### src/rtl/usb_ept_pkg.sv
package usb_ept_pkg;

  typedef enum logic [1:0] {
    XF_INTR = 2'd0,
    XF_ISOC = 2'd1,
    XF_BULK = 2'd2,
    XF_RSVD = 2'd3
  } xfer_e;

endpackage

### src/rtl/ept_mode_decode.sv
module ept_mode_decode
  import usb_ept_pkg::*;
#(
  parameter int IVL_W = 8,
  parameter int CNT_W = 16
) (
  input  logic [IVL_W-1:0] ivl,
  input  xfer_e            xtype,
  output logic             periodic,
  output logic             bulk_en,
  output logic             cfg_ok,
  output logic [CNT_W-1:0] target
);

  localparam int MAX_CODE = CNT_W;
  localparam int EXP_W    = $clog2(CNT_W);

  logic             code_ok;
  logic [EXP_W-1:0] expo;
  logic [CNT_W-1:0] pow_val;
  logic [CNT_W-1:0] lin_val;

  // exponent codes 1..MAX_CODE map to 2^(m-1); low bits wrap for m = MAX_CODE
  always_comb begin
    code_ok = (ivl != '0) && (ivl <= IVL_W'(MAX_CODE));
    expo    = ivl[EXP_W-1:0] - EXP_W'(1);
    pow_val = {{(CNT_W-1){1'b0}}, 1'b1} << expo;
    lin_val = CNT_W'(ivl);
  end

  always_comb begin
    periodic = 1'b0;
    bulk_en  = 1'b0;
    cfg_ok   = 1'b0;
    target   = '0;
    unique case (xtype)
      XF_INTR: begin
        periodic = 1'b1;
        cfg_ok   = (ivl != '0);
        target   = lin_val;
      end
      XF_ISOC: begin
        periodic = 1'b1;
        cfg_ok   = code_ok;
        target   = pow_val;
      end
      XF_BULK: begin
        cfg_ok   = (ivl <= IVL_W'(MAX_CODE));
        bulk_en  = code_ok && (ivl != IVL_W'(1));
        target   = pow_val;
      end
      default: begin
        cfg_ok   = 1'b0;
      end
    endcase
  end

endmodule

### src/rtl/ept_interval_reg.sv
module ept_interval_reg
  import usb_ept_pkg::*;
#(
  parameter int IVL_W = 8
) (
  input  logic             clk,
  input  logic             rst_n,
  input  logic             we,
  input  logic [IVL_W-1:0] wdata,
  input  xfer_e            xtype,
  output logic [IVL_W-1:0] ivl,
  output logic             restart
);

  logic [IVL_W-1:0] ivl_q, ivl_d;
  xfer_e            type_q;

  always_comb begin
    ivl_d = ivl_q;
    if (we) ivl_d = wdata;
  end

  always_ff @(posedge clk or negedge rst_n) begin
    if (!rst_n) begin
      ivl_q  <= '0;
      type_q <= XF_INTR;
    end else begin
      ivl_q  <= ivl_d;
      type_q <= xtype;
    end
  end

  assign ivl     = ivl_q;
  assign restart = we || (xtype != type_q);

  p_write_lands_r1: assert property (@(posedge clk) disable iff (!rst_n)
    we |=> (ivl == $past(wdata)));

  p_hold_value_r1: assert property (@(posedge clk) disable iff (!rst_n)
    !we |=> $stable(ivl));

endmodule

### src/rtl/ept_frame_counter.sv
module ept_frame_counter #(
  parameter int CNT_W = 16
) (
  input  logic             clk,
  input  logic             rst_n,
  input  logic             restart,
  input  logic             periodic,
  input  logic             bulk_en,
  input  logic             cfg_ok,
  input  logic [CNT_W-1:0] target,
  input  logic             sof_tick,
  input  logic             hs_valid,
  input  logic             hs_is_nak,
  input  logic             xfer_start,
  input  logic             timeout_clr,
  output logic             poll_due,
  output logic             nak_timeout
);

  logic [CNT_W-1:0] cnt_q, cnt_d, cnt_inc;
  logic             nak_q, nak_d;
  logic             to_q, to_d;
  logic             hit;

  always_comb begin
    cnt_inc = cnt_q + {{(CNT_W-1){1'b0}}, 1'b1};
    hit     = (cnt_inc == target);
  end

  always_comb begin
    cnt_d = cnt_q;
    nak_d = nak_q;
    to_d  = to_q;
    if (restart) begin
      cnt_d = '0;
      nak_d = 1'b0;
      to_d  = 1'b0;
    end else if (periodic) begin
      if (cfg_ok && sof_tick) cnt_d = hit ? '0 : cnt_inc;
    end else if (xfer_start) begin
      cnt_d = '0;
      nak_d = 1'b0;
      to_d  = 1'b0;
    end else if (hs_valid && !hs_is_nak) begin
      cnt_d = '0;
      nak_d = 1'b0;
    end else begin
      if (hs_valid) nak_d = 1'b1;
      if (timeout_clr) to_d = 1'b0;
      if (sof_tick && nak_q && bulk_en && (cnt_q != target)) begin
        cnt_d = cnt_inc;
        if (hit) to_d = 1'b1;
      end
    end
  end

  always_ff @(posedge clk or negedge rst_n) begin
    if (!rst_n) begin
      cnt_q <= '0;
      nak_q <= 1'b0;
      to_q  <= 1'b0;
    end else begin
      cnt_q <= cnt_d;
      nak_q <= nak_d;
      to_q  <= to_d;
    end
  end

  assign poll_due    = periodic && cfg_ok && sof_tick && !restart && hit;
  assign nak_timeout = to_q && cfg_ok;

  p_poll_needs_tick_r9: assert property (@(posedge clk) disable iff (!rst_n)
    poll_due |-> sof_tick);

  p_outputs_quiet_r6: assert property (@(posedge clk) disable iff (!rst_n)
    !cfg_ok |-> (!poll_due && !nak_timeout));

  p_restart_zero_r8: assert property (@(posedge clk) disable iff (!rst_n)
    restart |=> (cnt_q == '0) && !nak_timeout);

  p_timeout_sticky_r4: assert property (@(posedge clk) disable iff (!rst_n)
    (nak_timeout && !timeout_clr && !xfer_start && !restart) |=> nak_timeout);

  p_ack_clears_r7: assert property (@(posedge clk) disable iff (!rst_n)
    (!periodic && hs_valid && !hs_is_nak && !restart) |=> (cnt_q == '0));

  p_count_bound_r2: assert property (@(posedge clk) disable iff (!rst_n)
    (periodic && cfg_ok && !restart) |-> (cnt_q < target));

  p_bulk_off_r5: assert property (@(posedge clk) disable iff (!rst_n)
    (!periodic && !bulk_en && !restart) |=> !nak_timeout);

endmodule

### src/rtl/usb_ep_frame_timer.sv
module usb_ep_frame_timer
  import usb_ept_pkg::*;
#(
  parameter int IVL_W = 8,
  parameter int CNT_W = 16
) (
  input  logic             clk,
  input  logic             rst_n,
  input  logic             cfg_we,
  input  logic [IVL_W-1:0] cfg_wdata,
  output logic [IVL_W-1:0] cfg_rdata,
  input  logic [1:0]       xfer_type,
  input  logic             sof_tick,
  input  logic             hs_valid,
  input  logic             hs_is_nak,
  input  logic             xfer_start,
  input  logic             timeout_clr,
  output logic             poll_due,
  output logic             nak_timeout,
  output logic             cfg_invalid
);

  xfer_e            xtype;
  logic [IVL_W-1:0] ivl;
  logic             restart;
  logic             periodic, bulk_en, cfg_ok;
  logic [CNT_W-1:0] target;

  assign xtype = xfer_e'(xfer_type);

  ept_interval_reg #(.IVL_W(IVL_W)) u_reg (
    .clk     (clk),
    .rst_n   (rst_n),
    .we      (cfg_we),
    .wdata   (cfg_wdata),
    .xtype   (xtype),
    .ivl     (ivl),
    .restart (restart)
  );

  ept_mode_decode #(.IVL_W(IVL_W), .CNT_W(CNT_W)) u_dec (
    .ivl      (ivl),
    .xtype    (xtype),
    .periodic (periodic),
    .bulk_en  (bulk_en),
    .cfg_ok   (cfg_ok),
    .target   (target)
  );

  ept_frame_counter #(.CNT_W(CNT_W)) u_cnt (
    .clk         (clk),
    .rst_n       (rst_n),
    .restart     (restart),
    .periodic    (periodic),
    .bulk_en     (bulk_en),
    .cfg_ok      (cfg_ok),
    .target      (target),
    .sof_tick    (sof_tick),
    .hs_valid    (hs_valid),
    .hs_is_nak   (hs_is_nak),
    .xfer_start  (xfer_start),
    .timeout_clr (timeout_clr),
    .poll_due    (poll_due),
    .nak_timeout (nak_timeout)
  );

  assign cfg_rdata   = ivl;
  assign cfg_invalid = !cfg_ok;

  p_bulk_legal_r6: assert property (@(posedge clk) disable iff (!rst_n)
    (xfer_type == 2'd2 && cfg_rdata <= 8'd16) |-> !cfg_invalid);

endmodule

### config.mk
export PLATFORM = sky130hd
export DESIGN_NAME = usb_ep_frame_timer
export DESIGN_NICKNAME = d
export VERILOG_FILES = /design/src/rtl/usb_ept_pkg.sv /design/src/rtl/ept_mode_decode.sv /design/src/rtl/ept_interval_reg.sv /design/src/rtl/ept_frame_counter.sv /design/src/rtl/usb_ep_frame_timer.sv
export SDC_FILE = /design/constraint.sdc
export NUM_CORES = 1
export LEC_CHECK = 0
export ABC_CLOCK_PERIOD_IN_PS = 7800
export BUFFER_PORTS_ARGS = -buffer_cell sky130_fd_sc_hd__clkbuf_2
export CAP_MARGIN = 20
export CORE_ASPECT_RATIO = 0.7
export CORE_UTILIZATION = 34
export CTS_BUF_LIST = sky130_fd_sc_hd__clkbuf_8
export CTS_CLUSTER_SIZE = 20
export DETAILED_ROUTE_END_ITERATION = 6
export PLACE_DENSITY = 0.59
export SETUP_SLACK_MARGIN = 0.5
export SYNTH_ARGS = -nofsm -noshare
export SYNTH_HDL_FRONTEND = slang
export SYNTH_SLANG_ARGS = --single-unit
export TNS_END_PERCENT = 50
### constraint.sdc
create_clock -name clk -period 7.8 [get_ports clk]
set_input_delay 1.17 -clock clk [delete_from_list [all_inputs] [get_ports clk]]
set_output_delay 1.17 -clock clk [all_outputs]
set_load 0.03 [all_outputs]
# Word level (Yosys, flattened, before mapping)

Index checks and enable logic that the tools add are counted.
Widths: inputs -> output; s select.

Add/subtract/negate cells: 2
$lt $le $gt $ge: 1
Eq/ne operators: 9
Shift-type cells: 1
Multiplexer cells: 23
Reductions and logical operators: 25

Operators with widths:

| cell                  | count |
|---|---|
| $mux 16               | 7 |
| $pmux 16 s2           | 1 |
| $add 16x1->16 const B | 1 |
| $eq 16x16->1          | 1 |
| $ne 16x16->1          | 1 |
| $shl 1x4->16 const A  | 1 |
| $mux 1                | 14 |
| $logic_and 1x1->1     | 12 |
| $le 8x5->1 const B    | 1 |
| $ne 8x1->1 const B    | 1 |
| $reduce_bool 8->1     | 1 |
| $ne 3x2->1 const B    | 2 |
| $reduce_and 2->1      | 3 |
| $reduce_bool 5->1     | 1 |
| $reduce_bool 4->1     | 1 |
| $reduce_or 2->1       | 2 |
| $sub 4x1->4 const B   | 1 |
| $logic_not 1->1       | 3 |
| $pmux 1 s3            | 1 |
| $eq 2x1->1 const B    | 1 |
| $eq 2x2->1 const B    | 1 |
| $logic_not 2->1       | 1 |
| $ne 2x1->1 const B    | 1 |
| $ne 2x2->1            | 1 |
| $logic_or 1x1->1      | 1 |

Register bits: 28
Output and inout port bits: 11

# Longest topological paths before layout

Depth after elaboration: 11
Depth in mapped cells: 12
Mapped depth without buffers: 11

# By module

A second synthesis with hierarchy kept.

Cell total of the unflattened synthesis: 322
Area total of the unflattened synthesis: 2667.6 um^2

By module, submodules not included:

| module             | times used | cells an instance | area each (um^2) | sequential area each (um^2) |
|---|---|---|---|---|
| ept_frame_counter  | 1          | 237               | 1903.1           | 450.4 |
| ept_mode_decode    | 1          | 62                | 385.4            | 0.0 |
| ept_interval_reg   | 1          | 22                | 375.4            | 250.2 |
| usb_ep_frame_timer | 1          | 1                 | 3.8              | 0.0 |

# Worst setup path after synthesis

OpenSTA, ideal clock, no wires.

Kind: input to output
From: input xfer_type[0]
To: output poll_due
Data arrival time: 4.338 ns
Setup slack: 2.292 ns
Stages: 10
Path buffers: 0
Path through: inv_1 ha_1 or4b_1 o2bb2ai_1 nand2_1 a41o_1 nand2_1 nand3_1 or4b_1 nor4_1

Word-level cells in the longest chain between the ends: 7
Elaborated cells between the ends (all ways): 16
Those cells by class: eq/ne (4); mux (3); reduce/logical (9)

RTL lines:

| item                                                | RTL line                 | text |
|---|---|---|
| from (decl)                                         | usb_ep_frame_timer.sv:12 | `input logic [1:0] xfer_type,` |
| branches (longest 6 deep; another with $pmux 16 s2) | n/a                      |  |
| $logic_and 1x1->1 *                                 | ept_frame_counter.sv:69  | `assign poll_due = periodic && cfg_ok && sof_tick && !restart && hit;` |
| to (decl)                                           | usb_ep_frame_timer.sv:18 | `output logic poll_due,` |

Every way passes the cells marked *.

# Worst setup path in the final report

Ends and elaborated chain as after synthesis.

==> run metrics <==
status finished clean; core area 6880 sq um; io pins 29; Synth Area in Compound Gates 21.9%; final wirelength 7030 um; WL/cell 17.3 um; clock skew 6.59 ps; Setup CP Type in2out; Pwr Density 137 nW/um^2; height of the die 73.1 um; Total Routing Usage GR 19.9%; Initial Util 35.7%; Synth Area per Inst 8.25 sq um; first-pass GRT wire length 11700 um; routed vias 2393; Worst-path clk slew 110 ps; Post-CTS Setup Inserts 0; Setup crit end kind output pin; post-synth cell types 49; Fin. Hold Viols 0; RSZ-0062 raised after global routing no; final slew viol count 0; layout cells sized above 1 14.1%; simple-gate share of the synthesized area 29.2%; number of global-route vias before repair 2224; kind of cell adding the most delay to the critical path simple AND/OR/NAND/NOR gates; GRT Residual Overflow 0; VDD IR max 0.0766 mV; worst slew pin tran 922 ps; largest net degree at the start of global routing 29; Post-synth EDFFs 0; Post-Route Setup TNS 0 ps; number of remaining DRC errors 0; routability cong. 0.963; Final Non-Filler Cells 407; crit-path max FO 7; TritonCTS buffer count 3; # resized after CTS 0; critical path data arrival time 4290 ps; cts hold-fix bufs 0; Post-Syn Area 2460 sq um; Die X 104 um; Synth Area in Adders 2.55%; number of diodes 0; commonest non-fill, non-tap cells in the layout 28 x clkbuf_2, 28 x dfrtp_1, 27 x nor2_1, 17 x o21ai_0; hpwl dp 5230 um; Startpoint Class primary input; Final ANT Viol Nets 0; fin area 2710 sq um; Die ar. 7580 sq um; Gate Count Post-Synth 298; Reg2Reg Setup Slack 3720 ps; Max-slew headroom 38.5%; CTS root buffer clkbuf_8; Area growth, synth to finish 10.3%; main combinational cell family by area after synthesis simple AND/OR/NAND/NOR gates; DR pass1 iterations 4; worst min path class reg2reg; Seq/Total Area, Yosys 28.5%; Final setup violation count 0; Post-Syn Nets 321; Bufs on Longest Clock Path 2; mux cell area share after synthesis 4.07%; worst path required time 6630 ps; vias per inst 5.88; ys flop type dfrtp_1; fin crit share 70.0%; nets 337; PortBufs 28; cell row count 25; minimum clock period 5460 ps; CP max stage delay 550 ps; DP Area 2640 sq um; Worst path slowest cell or4b_1; Crit path buffers/inverters 3; P_leak 1.14 nW; Sink Count 28; async set or reset register ratio after synthesis 100%; post-synthesis register bit count 28; yosys warns 0; Peak Freq 183 MHz; Worst-Skew Late Latency 290 ps; XOR/XNOR Fraction of Synth Area 8.81%; initial antenna violation count 0; max-cap viol count 0; DR iter-0 viols 190; Inst Count DP 403; H-tree depth reported by CTS 1; worst-path cell chain clkbuf_2 > inv_1 > ha_1 > or4b_1 > o2bb2ai_1 > nand2_1 > a41o_1 > nand2_1 > nand3_1 > or4b_1 > nor4_1 > clkbuf_2; CTS tree yes
[worst paths after layout]
check                                from         endpoint  cells past startpoint
max in group asynchronous           rst_n   u_cnt.cnt_q[0]                      1
setup reg to reg           u_cnt.cnt_q[4]   u_cnt.cnt_q[0]                      9
hold / removal                 u_cnt.to_q       u_cnt.to_q                      2
setup / recovery             xfer_type[0]         poll_due                     12
min in group asynchronous           rst_n  u_cnt.cnt_q[13]                      1
hold reg to reg                u_cnt.to_q       u_cnt.to_q                      2
[sequential cells by signal, summed over array words and instances, names as in the netlist]
signal / flops
u_cnt.nak_q: 1
u_reg.ivl: 8
u_cnt.to_q: 1
u_reg.type_q: 2
u_cnt.cnt_q: 16
[worst reg2reg max path, stage by stage (launching register included)]
cell and delay [ps]:
dfrtp_1 550, nand3_1 560, nor4_2 830, a311oi_1 180, o21ai_1 200, a211oi_1 70, nand4_1 110, nand2_1 370
a21oi_2 840, mux2_2 300
[per-stage QoR]
stage / total power [W] / setup WS [ps] / hold slack [ps] / utilization [%]
floorplan: 0.000221 / 2290 / 491 / -
global placement: 0.000249 / 2420 / 514 / 38.3
detailed placement: 0.000251 / 2360 / 518 / 38.3
CTS: 0.000374 / 2350 / 535 / 39.4
global route: 0.000390 / 2100 / 553 / 39.4
finish: 0.000371 / 2340 / 531 / 39.4
[cells by family (layout without fill, tap and decap cells)]
| family | Yosys count | count (layout) |
|---|---|---|
| multiplexers | 9 | 9 |
| AO/OA/AOI/OAI | 78 | 78 |
| adder cells (fa/ha/maj) | 5 | 5 |
| AND/OR/NAND/NOR | 129 | 129 |
| flip-flops | 28 | 28 |
| buffers and inverters | 29 | 44 |
| XOR/XNOR | 20 | 20 |
[power breakdown]
part | switching (W) | internal (W) | total [W]
Sequential | 0.0000140 | 0.000150 | 0.000164
Clock | 0.0000536 | 0.0000690 | 0.000123
Combinational | 0.0000535 | 0.0000314 | 0.0000848
[cells in the mapped netlist, types with 4 or more instances]
cell type,number,area [sq um]
o21ai_1,11,55.1
buf_2,8,40.0
o2bb2ai_1,5,43.8
mux2_2,8,90.1
nor3_1,13,65.1
clkbuf_1,7,26.3
xor2_1,8,70.1
nand2_1,15,56.3
nand4_1,6,37.5
dfrtp_1,28,701
o21ai_0,17,85.1
nand2b_1,4,25.0
xnor2_1,9,78.8
or3_1,5,31.3
a22o_1,15,131
inv_1,12,45.0
ha_1,5,62.6
a21oi_1,10,50.1
nand3_1,15,75.1
nor2b_1,9,56.3
or4b_1,4,40.0
and3_1,5,31.3
nor4_1,8,50.1
nor2_1,27,101
[final cells by class]
class                   instances  area [sq um]
clock inverters                 1          30.0
multi-input cells             241          1640
fillers                       747          4170
clock buffers                   3          41.3
inverters                      12          45.0
flip-flops and latches         28           701
repair buffers                 28           140
well taps                      94           118
[per-layer routing]
layer	vias up	global-route usage (%)	share of wire, %
met5	-	0	0
met4	0	2.90	0.40
met3	2	4.46	6.9
met2	69	28.7	40
met1	1178	30.5	53
li1	1144	-	-
(Power assumes the default switching activity.)
